<file path="config.mk">
export PLATFORM = sky130hd
export DESIGN_NAME = b2w_bridge
export DESIGN_NICKNAME = d
export VERILOG_FILES = /design/src/rtl/b2w_pkg.sv /design/src/rtl/b2w_slot.sv /design/src/rtl/b2w_hold.sv /design/src/rtl/b2w_ctrl.sv /design/src/rtl/b2w_bridge.sv
export SDC_FILE = /design/constraint.sdc
export NUM_CORES = 1
export LEC_CHECK = 0
export BUFFER_PORTS_ARGS = -buffer_cell sky130_fd_sc_hd__buf_4
export CAP_MARGIN = 40
export CORE_ASPECT_RATIO = 1.25
export CORE_MARGIN = 2
export CORE_UTILIZATION = 45
export DETAILED_ROUTE_END_ITERATION = 6
export MAX_ROUTING_LAYER = met4
export PLACE_DENSITY = 0.68
export SLEW_MARGIN = 25
export SYNTH_ARGS = -nofsm -noshare
export SYNTH_HDL_FRONTEND = slang
export SYNTH_SLANG_ARGS = --single-unit
export TNS_END_PERCENT = 1
</file>
<file path="constraint.sdc">
create_clock -name clk -period 3.3 [get_ports clk]
set_input_delay 0.825 -clock clk [delete_from_list [all_inputs] [get_ports clk]]
set_output_delay 0.825 -clock clk [all_outputs]
set_load 0.02 [all_outputs]
</file>
<file path="src/rtl/b2w_pkg.sv">
package b2w_pkg;
  typedef enum logic [2:0] {
    ST_IDLE  = 3'd0,
    ST_DUMMY = 3'd1,
    ST_MRD   = 3'd2,
    ST_MWR   = 3'd3,
    ST_FIN   = 3'd4
  } ctl_state_t;

  function automatic logic [15:0] put_byte(input logic [15:0] w,
                                           input logic [7:0]  b,
                                           input logic        up);
    return up ? {b, w[7:0]} : {w[15:8], b};
  endfunction

  function automatic logic [7:0] get_byte(input logic [15:0] w,
                                          input logic        up);
    return up ? w[15:8] : w[7:0];
  endfunction
endpackage

</file>
<file path="src/rtl/b2w_slot.sv">
module b2w_slot #(
  parameter int ADDR_W = 16
) (
  input  logic              clk,
  input  logic              rst_n,
  input  logic              push,
  input  logic              in_we,
  input  logic              in_word,
  input  logic [ADDR_W-1:0] in_addr,
  input  logic [7:0]        in_wdata,
  input  logic              pop,
  output logic              v_q,
  output logic              we_q,
  output logic              word_q,
  output logic [ADDR_W-1:0] addr_q,
  output logic [7:0]        wdata_q
);
  logic v_d;

  always_comb begin
    v_d = v_q;
    if (pop)  v_d = 1'b0;
    if (push) v_d = 1'b1;
  end

  always_ff @(posedge clk or negedge rst_n) begin
    if (!rst_n) v_q <= 1'b0;
    else        v_q <= v_d;
  end

  always_ff @(posedge clk or negedge rst_n) begin
    if (!rst_n) begin
      we_q    <= 1'b0;
      word_q  <= 1'b0;
      addr_q  <= '0;
      wdata_q <= '0;
    end else if (push) begin
      we_q    <= in_we;
      word_q  <= in_word;
      addr_q  <= in_addr;
      wdata_q <= in_wdata;
    end
  end

  // the controller takes a request only from a filled slot
  a_r8_pop_valid: assert property (@(posedge clk) disable iff (!rst_n)
    pop |-> v_q);
  // a waiting request is kept until it is taken
  a_r8_keep_pending: assert property (@(posedge clk) disable iff (!rst_n)
    (v_q && !pop) |=> v_q);
endmodule

</file>
<file path="src/rtl/b2w_hold.sv">
module b2w_hold (
  input  logic       clk,
  input  logic       rst_n,
  input  logic       ld_en,
  input  logic [7:0] ld_val,
  input  logic       ph_tog,
  output logic [7:0] hold_q,
  output logic       phase_q
);
  logic [7:0] hold_d;
  logic       phase_d;

  always_comb begin
    hold_d  = ld_en  ? ld_val   : hold_q;
    phase_d = ph_tog ? ~phase_q : phase_q;
  end

  always_ff @(posedge clk or negedge rst_n) begin
    if (!rst_n) begin
      hold_q  <= '0;
      phase_q <= 1'b0;
    end else begin
      hold_q  <= hold_d;
      phase_q <= phase_d;
    end
  end

  // the pair phase moves only on a word-mode completion
  a_r9_phase_steady: assert property (@(posedge clk) disable iff (!rst_n)
    !ph_tog |=> $stable(phase_q));
  a_r3_phase_flip: assert property (@(posedge clk) disable iff (!rst_n)
    ph_tog |=> (phase_q != $past(phase_q)));
endmodule

</file>
<file path="src/rtl/b2w_ctrl.sv">
module b2w_ctrl
  import b2w_pkg::*;
#(
  parameter int ADDR_W = 16,
  localparam int WA_W  = ADDR_W - 1
) (
  input  logic              clk,
  input  logic              rst_n,
  input  logic              s_v,
  input  logic              s_we,
  input  logic              s_word,
  input  logic [ADDR_W-1:0] s_addr,
  input  logic [7:0]        s_wdata,
  output logic              pop,
  input  logic              phase,
  input  logic [7:0]        hold_q,
  output logic              hold_ld,
  output logic [7:0]        hold_val,
  output logic              ph_tog,
  output logic              mem_req,
  output logic              mem_we,
  output logic [WA_W-1:0]   mem_addr,
  output logic [15:0]       mem_wdata,
  input  logic [15:0]       mem_rdata,
  input  logic              mem_ack,
  output logic [7:0]        host_rdata,
  output logic              host_done
);
  ctl_state_t        st_q, st_d;
  logic              we_q, we_d, word_q, word_d, ph_q, ph_d;
  logic [ADDR_W-1:0] addr_q, addr_d;
  logic [7:0]        wd_q, wd_d, rd_q, rd_d;
  logic [15:0]       wbuf_q, wbuf_d;

  always_comb begin
    st_d     = st_q;
    we_d     = we_q;
    word_d   = word_q;
    ph_d     = ph_q;
    addr_d   = addr_q;
    wd_d     = wd_q;
    rd_d     = rd_q;
    wbuf_d   = wbuf_q;
    pop      = 1'b0;
    hold_ld  = 1'b0;
    hold_val = 8'h00;
    ph_tog   = 1'b0;
    unique case (st_q)
      ST_IDLE: if (s_v) begin
        pop    = 1'b1;
        we_d   = s_we;
        word_d = s_word;
        ph_d   = phase;
        addr_d = s_addr;
        wd_d   = s_wdata;
        if (s_word) begin
          if (s_we && phase) begin
            wbuf_d = {s_wdata, hold_q};
            st_d   = ST_MWR;
          end else if (!s_we && !phase) st_d = ST_MRD;
          else                          st_d = ST_DUMMY;
        end else begin
          st_d = ST_MRD;
        end
      end
      ST_DUMMY: begin
        if (we_q) begin
          hold_ld  = 1'b1;
          hold_val = wd_q;
        end else begin
          rd_d = hold_q;
        end
        st_d = ST_FIN;
      end
      ST_MRD: if (mem_ack) begin
        if (we_q) begin
          wbuf_d = put_byte(mem_rdata, wd_q, addr_q[0]);
          st_d   = ST_MWR;
        end else begin
          if (word_q) begin
            rd_d     = mem_rdata[7:0];
            hold_ld  = 1'b1;
            hold_val = mem_rdata[15:8];
          end else begin
            rd_d = get_byte(mem_rdata, addr_q[0]);
          end
          st_d = ST_FIN;
        end
      end
      ST_MWR: if (mem_ack) st_d = ST_FIN;
      ST_FIN: begin
        ph_tog = word_q;
        st_d   = ST_IDLE;
      end
      default: st_d = ST_IDLE;
    endcase
  end

  always_ff @(posedge clk or negedge rst_n) begin
    if (!rst_n) begin
      st_q   <= ST_IDLE;
      we_q   <= 1'b0;
      word_q <= 1'b0;
      ph_q   <= 1'b0;
      addr_q <= '0;
      wd_q   <= '0;
      rd_q   <= '0;
      wbuf_q <= '0;
    end else begin
      st_q   <= st_d;
      we_q   <= we_d;
      word_q <= word_d;
      ph_q   <= ph_d;
      addr_q <= addr_d;
      wd_q   <= wd_d;
      rd_q   <= rd_d;
      wbuf_q <= wbuf_d;
    end
  end

  assign mem_req    = (st_q == ST_MRD) || (st_q == ST_MWR);
  assign mem_we     = (st_q == ST_MWR);
  assign mem_addr   = addr_q[ADDR_W-1:1];
  assign mem_wdata  = wbuf_q;
  assign host_rdata = rd_q;
  assign host_done  = (st_q == ST_FIN);

  // request, address, direction and data hold until acknowledge
  a_r10_req_hold: assert property (@(posedge clk) disable iff (!rst_n)
    (mem_req && !mem_ack) |=> (mem_req && $stable(mem_addr) &&
                               $stable(mem_we) && $stable(mem_wdata)));
  // completion is signalled with the engine idle
  a_r7_done_quiet: assert property (@(posedge clk) disable iff (!rst_n)
    host_done |-> !mem_req);
  // completion is a single-cycle pulse
  a_r7_done_pulse: assert property (@(posedge clk) disable iff (!rst_n)
    host_done |=> !host_done);
  // the read of a byte write is followed by the write-back
  a_r5_rmw_writeback: assert property (@(posedge clk) disable iff (!rst_n)
    (mem_req && !mem_we && we_q && mem_ack) |=> (mem_req && mem_we));
  // the dummy half of a word pair issues no memory request
  a_r2_dummy_quiet: assert property (@(posedge clk) disable iff (!rst_n)
    (hold_ld && we_q) |-> !mem_req);
endmodule

</file>
<file path="src/rtl/b2w_bridge.sv">
module b2w_bridge #(
  parameter int ADDR_W = 16,
  localparam int WA_W  = ADDR_W - 1
) (
  input  logic              clk,
  input  logic              rst_n,
  input  logic              host_req,
  input  logic              host_we,
  input  logic              host_word,
  input  logic [ADDR_W-1:0] host_addr,
  input  logic [7:0]        host_wdata,
  output logic [7:0]        host_rdata,
  output logic              host_done,
  output logic              mem_req,
  output logic              mem_we,
  output logic [WA_W-1:0]   mem_addr,
  output logic [15:0]       mem_wdata,
  output logic [1:0]        mem_be,
  input  logic [15:0]       mem_rdata,
  input  logic              mem_ack
);
  logic              rst_s1, rst_sn;
  logic              s_v, s_we, s_word, pop;
  logic [ADDR_W-1:0] s_addr;
  logic [7:0]        s_wdata, hold_q, hold_val;
  logic              phase, hold_ld, ph_tog;

  // reset asserts at once and releases on a clock edge
  always_ff @(posedge clk or negedge rst_n) begin
    if (!rst_n) begin
      rst_s1 <= 1'b0;
      rst_sn <= 1'b0;
    end else begin
      rst_s1 <= 1'b1;
      rst_sn <= rst_s1;
    end
  end

  b2w_slot #(.ADDR_W(ADDR_W)) i_slot (
    .clk(clk), .rst_n(rst_sn), .push(host_req),
    .in_we(host_we), .in_word(host_word), .in_addr(host_addr),
    .in_wdata(host_wdata), .pop(pop), .v_q(s_v), .we_q(s_we),
    .word_q(s_word), .addr_q(s_addr), .wdata_q(s_wdata)
  );

  b2w_hold i_hold (
    .clk(clk), .rst_n(rst_sn), .ld_en(hold_ld), .ld_val(hold_val),
    .ph_tog(ph_tog), .hold_q(hold_q), .phase_q(phase)
  );

  b2w_ctrl #(.ADDR_W(ADDR_W)) i_ctrl (
    .clk(clk), .rst_n(rst_sn), .s_v(s_v), .s_we(s_we), .s_word(s_word),
    .s_addr(s_addr), .s_wdata(s_wdata), .pop(pop), .phase(phase),
    .hold_q(hold_q), .hold_ld(hold_ld), .hold_val(hold_val),
    .ph_tog(ph_tog), .mem_req(mem_req), .mem_we(mem_we),
    .mem_addr(mem_addr), .mem_wdata(mem_wdata), .mem_rdata(mem_rdata),
    .mem_ack(mem_ack), .host_rdata(host_rdata), .host_done(host_done)
  );

  // partial updates are resolved here, so the engine always sees full words
  assign mem_be = 2'b11;
endmodule

</file>
==> results_dict.tcl <==
set metrics [dict create \
    outcome "complete, no violations" \
    post-dp-hpwl_mm 5.87 \
    grt_use_met3 0.0573 \
    multi_input_area_um2 1640 \
    cpMaxStageDelayCell "sky130_fd_sc_hd__dfrtp_1" \
    cts-buffers-inserted 9 \
    slew_viol_final 0 \
    regArea_um2 2280 \
    finish.instance_area_um2 5170 \
    antenna_violations_before_repair 0 \
    reg2reg_slack_ns 1.29 \
    cp_cell_sequence "nor3b_1 > buf_4" \
    worst_ir_drop_vdd_uv 428 \
    worst_setup_hold_path_clk_slew_ns 0.06 \
    rsz0062_at_grt "no" \
    fp.coreArea_um2 9030 \
    path_max_fanout 11 \
    final_antenna_net_count 0 \
    final.min_clock_period_ns 2.36 \
    final.fill_count 803 \
    hold_path_class "reg -> async" \
    detailed_place.area_um2 4810 \
    syn2layout_area_growth_pct 25.3 \
    end_kind "output pin" \
    globalRouteMet2Util 0.279 \
    gr-usage-met1 0.226 \
    post_drt_via_cell_ratio 5.16 \
    tightestPinTransition_ns 0.675 \
    synth_warnings 0 \
    clock.fmax_mhz 423 \
    timing_worst_setup_path_type "reg -> out" \
    globalRouteTotalUtil 0.182 \
    synth.lib_cells_used.distinct 39 \
    number_of_synthesized_flops_with_an_enable_pin 0 \
    final_nets 459 \
    fin_crit_sh 0.716 \
    pwr-share-clk 0.241 \
    netlist_area_um2 4130 \
    synth.ff_latch_count 91 \
    pwr_density_cell_nw_per_um2 985 \
    clock_tree_from_tritoncts "yes" \
    die_y_um 111 \
    grt_remaining_overflow 0 \
    detail_route.iter0.violations 141 \
    cts.sink_count 91 \
    finalClockSkew_ns 0.00501 \
    cts.path.max_buffers 2 \
    row_count 39 \
    power_switching_share 0.355 \
    clk_root_buffer_cell "sky130_fd_sc_hd__clkbuf_16" \
    initial_core_util 0.457 \
    grt_max_degree 54 \
    critical-path-max-stage-delay_ns 0.64 \
    die_w_um 89.7 \
    sequentialPowerShare 0.365 \
    critical_path_buf_inv_count 1 \
    grt.busiest_layer "met2" \
    synth_flop_cell "sky130_fd_sc_hd__dfrtp_1" \
    drt_pre_antenna_iters 5 \
    reg2regPathDepth 4 \
    holdBufCountCts 0 \
    insertion_delay_ns 0.34 \
    cp.required_ns 2.47 \
    timing.rr.start "i_ctrl.st_q[1]" \
    hold_viol 0 \
    grt_pass1_wl_mm 13.8 \
    final.setup.tns_ns 0 \
    routed_wire_length_per_instance_um 15.3 \
    critPathLaunchType "register" \
    drcViolationCount 0 \
    via_count 2782 \
    layout_setup_ws_ns 0.939 \
    floorplan.io_pins 90 \
    die_area_um2 9960 \
    r2r_end "i_hold.hold_q[5]" \
    synth_async_sr_flop_share 1.00 \
    netSwitchingPower_mw 1.81 \
    ctsHtreeMaxLevel 3 \
    postCtsResizedCells 0 \
    synth_seq_area_share 0.552 \
    combinational_power_share 0.394 \
    synth.avg_cell_area_um2 12.1 \
    numPortBuffers 87 \
    hold_slack_ns 0.233 \
    crit_family "flip-flops" \
    first_global_vias 2913 \
    finalWeightedCongestion 0.778 \
    p_leak_nw 2.47 \
    internal-power_mw 3.28 \
    post_cts_buffers 0 \
    preCtsSetupSlack_ns 1.29 \
    slew_headroom 0.546 \
    cap_violations 0 \
    timing.final.setup_violations 0 \
    antenna_cells 0 \
    detail_route.wirelength_mm 8.24 \
    post-route-util 0.573 \
    final_layout_size_suffix_gt1_frac 0.341 \
    cp_data_arrival_time_ns 1.54 \
    cells_after_synthesis 342 \
]
[how the worst max path moves through the flow]
| stage | start | end | depth (start not counted) |
|---|---|---|---|
| 3_5_place_dp | i_ctrl.st_q[0] | i_hold.hold_q[5] | 4 |
| 6_report | i_ctrl.st_q[2] | host_done | 2 |
| 4_1_cts | i_ctrl.st_q[2] | host_done | 2 |
| 2_1_floorplan | rst_sn | i_ctrl.addr_q[0] | 0 |
| 3_3_place_gp | mem_ack | i_ctrl.host_rdata[6] | 5 |
| 5_1_grt | i_ctrl.st_q[2] | host_done | 2 |
[Yosys cell counts (2+ instances only)]
cell type                   n  area (um^2)
sky130_fd_sc_hd__a311oi_1   8         70.1
sky130_fd_sc_hd__nand2b_1   3         18.8
sky130_fd_sc_hd__nor3b_1    2         15.0
sky130_fd_sc_hd__nand2_1   36          135
sky130_fd_sc_hd__mux2_2    27          304
sky130_fd_sc_hd__o21ai_1    9         45.0
sky130_fd_sc_hd__nor3_1     2         10.0
sky130_fd_sc_hd__clkbuf_1   6         22.5
sky130_fd_sc_hd__a211oi_1   8         60.1
sky130_fd_sc_hd__o21ai_0   10         50.1
sky130_fd_sc_hd__nor2_1    10         37.5
sky130_fd_sc_hd__buf_1      4         15.0
sky130_fd_sc_hd__nand3b_1   2         15.0
sky130_fd_sc_hd__mux2i_1   16          160
sky130_fd_sc_hd__a221o_1    8         80.1
sky130_fd_sc_hd__mux2_1    23          259
sky130_fd_sc_hd__a21o_1    16          120
sky130_fd_sc_hd__buf_4     17          128
sky130_fd_sc_hd__buf_2     11         55.1
sky130_fd_sc_hd__and2_1     9         56.3
sky130_fd_sc_hd__dfrtp_1   91         2280
sky130_fd_sc_hd__nor2b_1    4         25.0
sky130_fd_sc_hd__ha_1       2         25.0
sky130_fd_sc_hd__inv_1      3         11.3
[state kept, by name, indices dropped and copies added (netlist names)]
register and cells:
rst_sn 1, i_ctrl.host_rdata 8, i_hold.phase_q 1, i_ctrl.word_q 1, i_hold.hold_q 8, i_ctrl.we_q 1
i_ctrl.mem_wdata 16, i_ctrl.st_q 3, rst_s1 1, i_slot.wdata_q 8, i_slot.word_q 1, i_slot.addr_q 16
i_ctrl.wd_q 8, i_slot.we_q 1, i_slot.v_q 1, i_ctrl.addr_q 16
[power by group through the flow]
stage / clock [mW] / combinational, mW / sequential (mW)
final: 1.23 / 2.01 / 1.86
after global routing: 1.30 / 2.21 / 1.92
after CTS: 1.26 / 2.03 / 1.86
after global placement: 0 / 1.96 / 1.87
after floorplan: 0 / 1.41 / 1.91
after detailed placement: 0 / 2.02 / 1.88
[kinds of logic after synthesis]
kind of cell	synth area share
AO/OA/AOI/OAI	0.114
multiplexers	0.175
buffers and inverters	0.0570
other	0.000908
adder cells (fa/ha/maj)	0.00606
flip-flops	0.552
XOR/XNOR	0.00212
AND/OR/NAND/NOR	0.0934
[per-stage QoR]
step                total power [mW]  cells
floorplan                       3.32    344
global placement                3.83    522
detailed placement              3.90    523
CTS                             5.15    539
global route                    5.43    539
finish                          5.09    539
[cells in the final DEF, fill, tap and decap left out, types with 3 or more instances in the layout]
cell / n
sky130_fd_sc_hd__bufinv_16: 4
sky130_fd_sc_hd__and2_1: 9
sky130_fd_sc_hd__o21ai_1: 9
sky130_fd_sc_hd__conb_1: 3
sky130_fd_sc_hd__mux2i_1: 16
sky130_fd_sc_hd__inv_1: 3
sky130_fd_sc_hd__a221o_1: 8
sky130_fd_sc_hd__nor2b_1: 4
sky130_fd_sc_hd__buf_4: 93
sky130_fd_sc_hd__nor2_1: 10
sky130_fd_sc_hd__mux2_1: 23
sky130_fd_sc_hd__nand2b_1: 3
sky130_fd_sc_hd__nand2_1: 36
sky130_fd_sc_hd__o21ai_0: 10
sky130_fd_sc_hd__clkbuf_16: 9
sky130_fd_sc_hd__a211oi_1: 8
sky130_fd_sc_hd__dfrtp_1: 90
sky130_fd_sc_hd__a21o_1: 16
sky130_fd_sc_hd__mux2_2: 27
sky130_fd_sc_hd__a311oi_1: 8
[routing by layer]
metal	vias up	wire length (um)
met2	76	3970
met3	13	507
met5	-	0
li1	1333	-
met4	0	156
met1	1360	3600
[layout make-up]
type,instances,area share
multi-input combinational,211,0.317
clock buffer,11,0.0450
tap,123,0.0298
clock inverter,5,0.0242
timing repair buffer,94,0.140
sequential,91,0.441
inverter,4,0.00290
No activity file was read; power rests on OpenSTA's default activity.
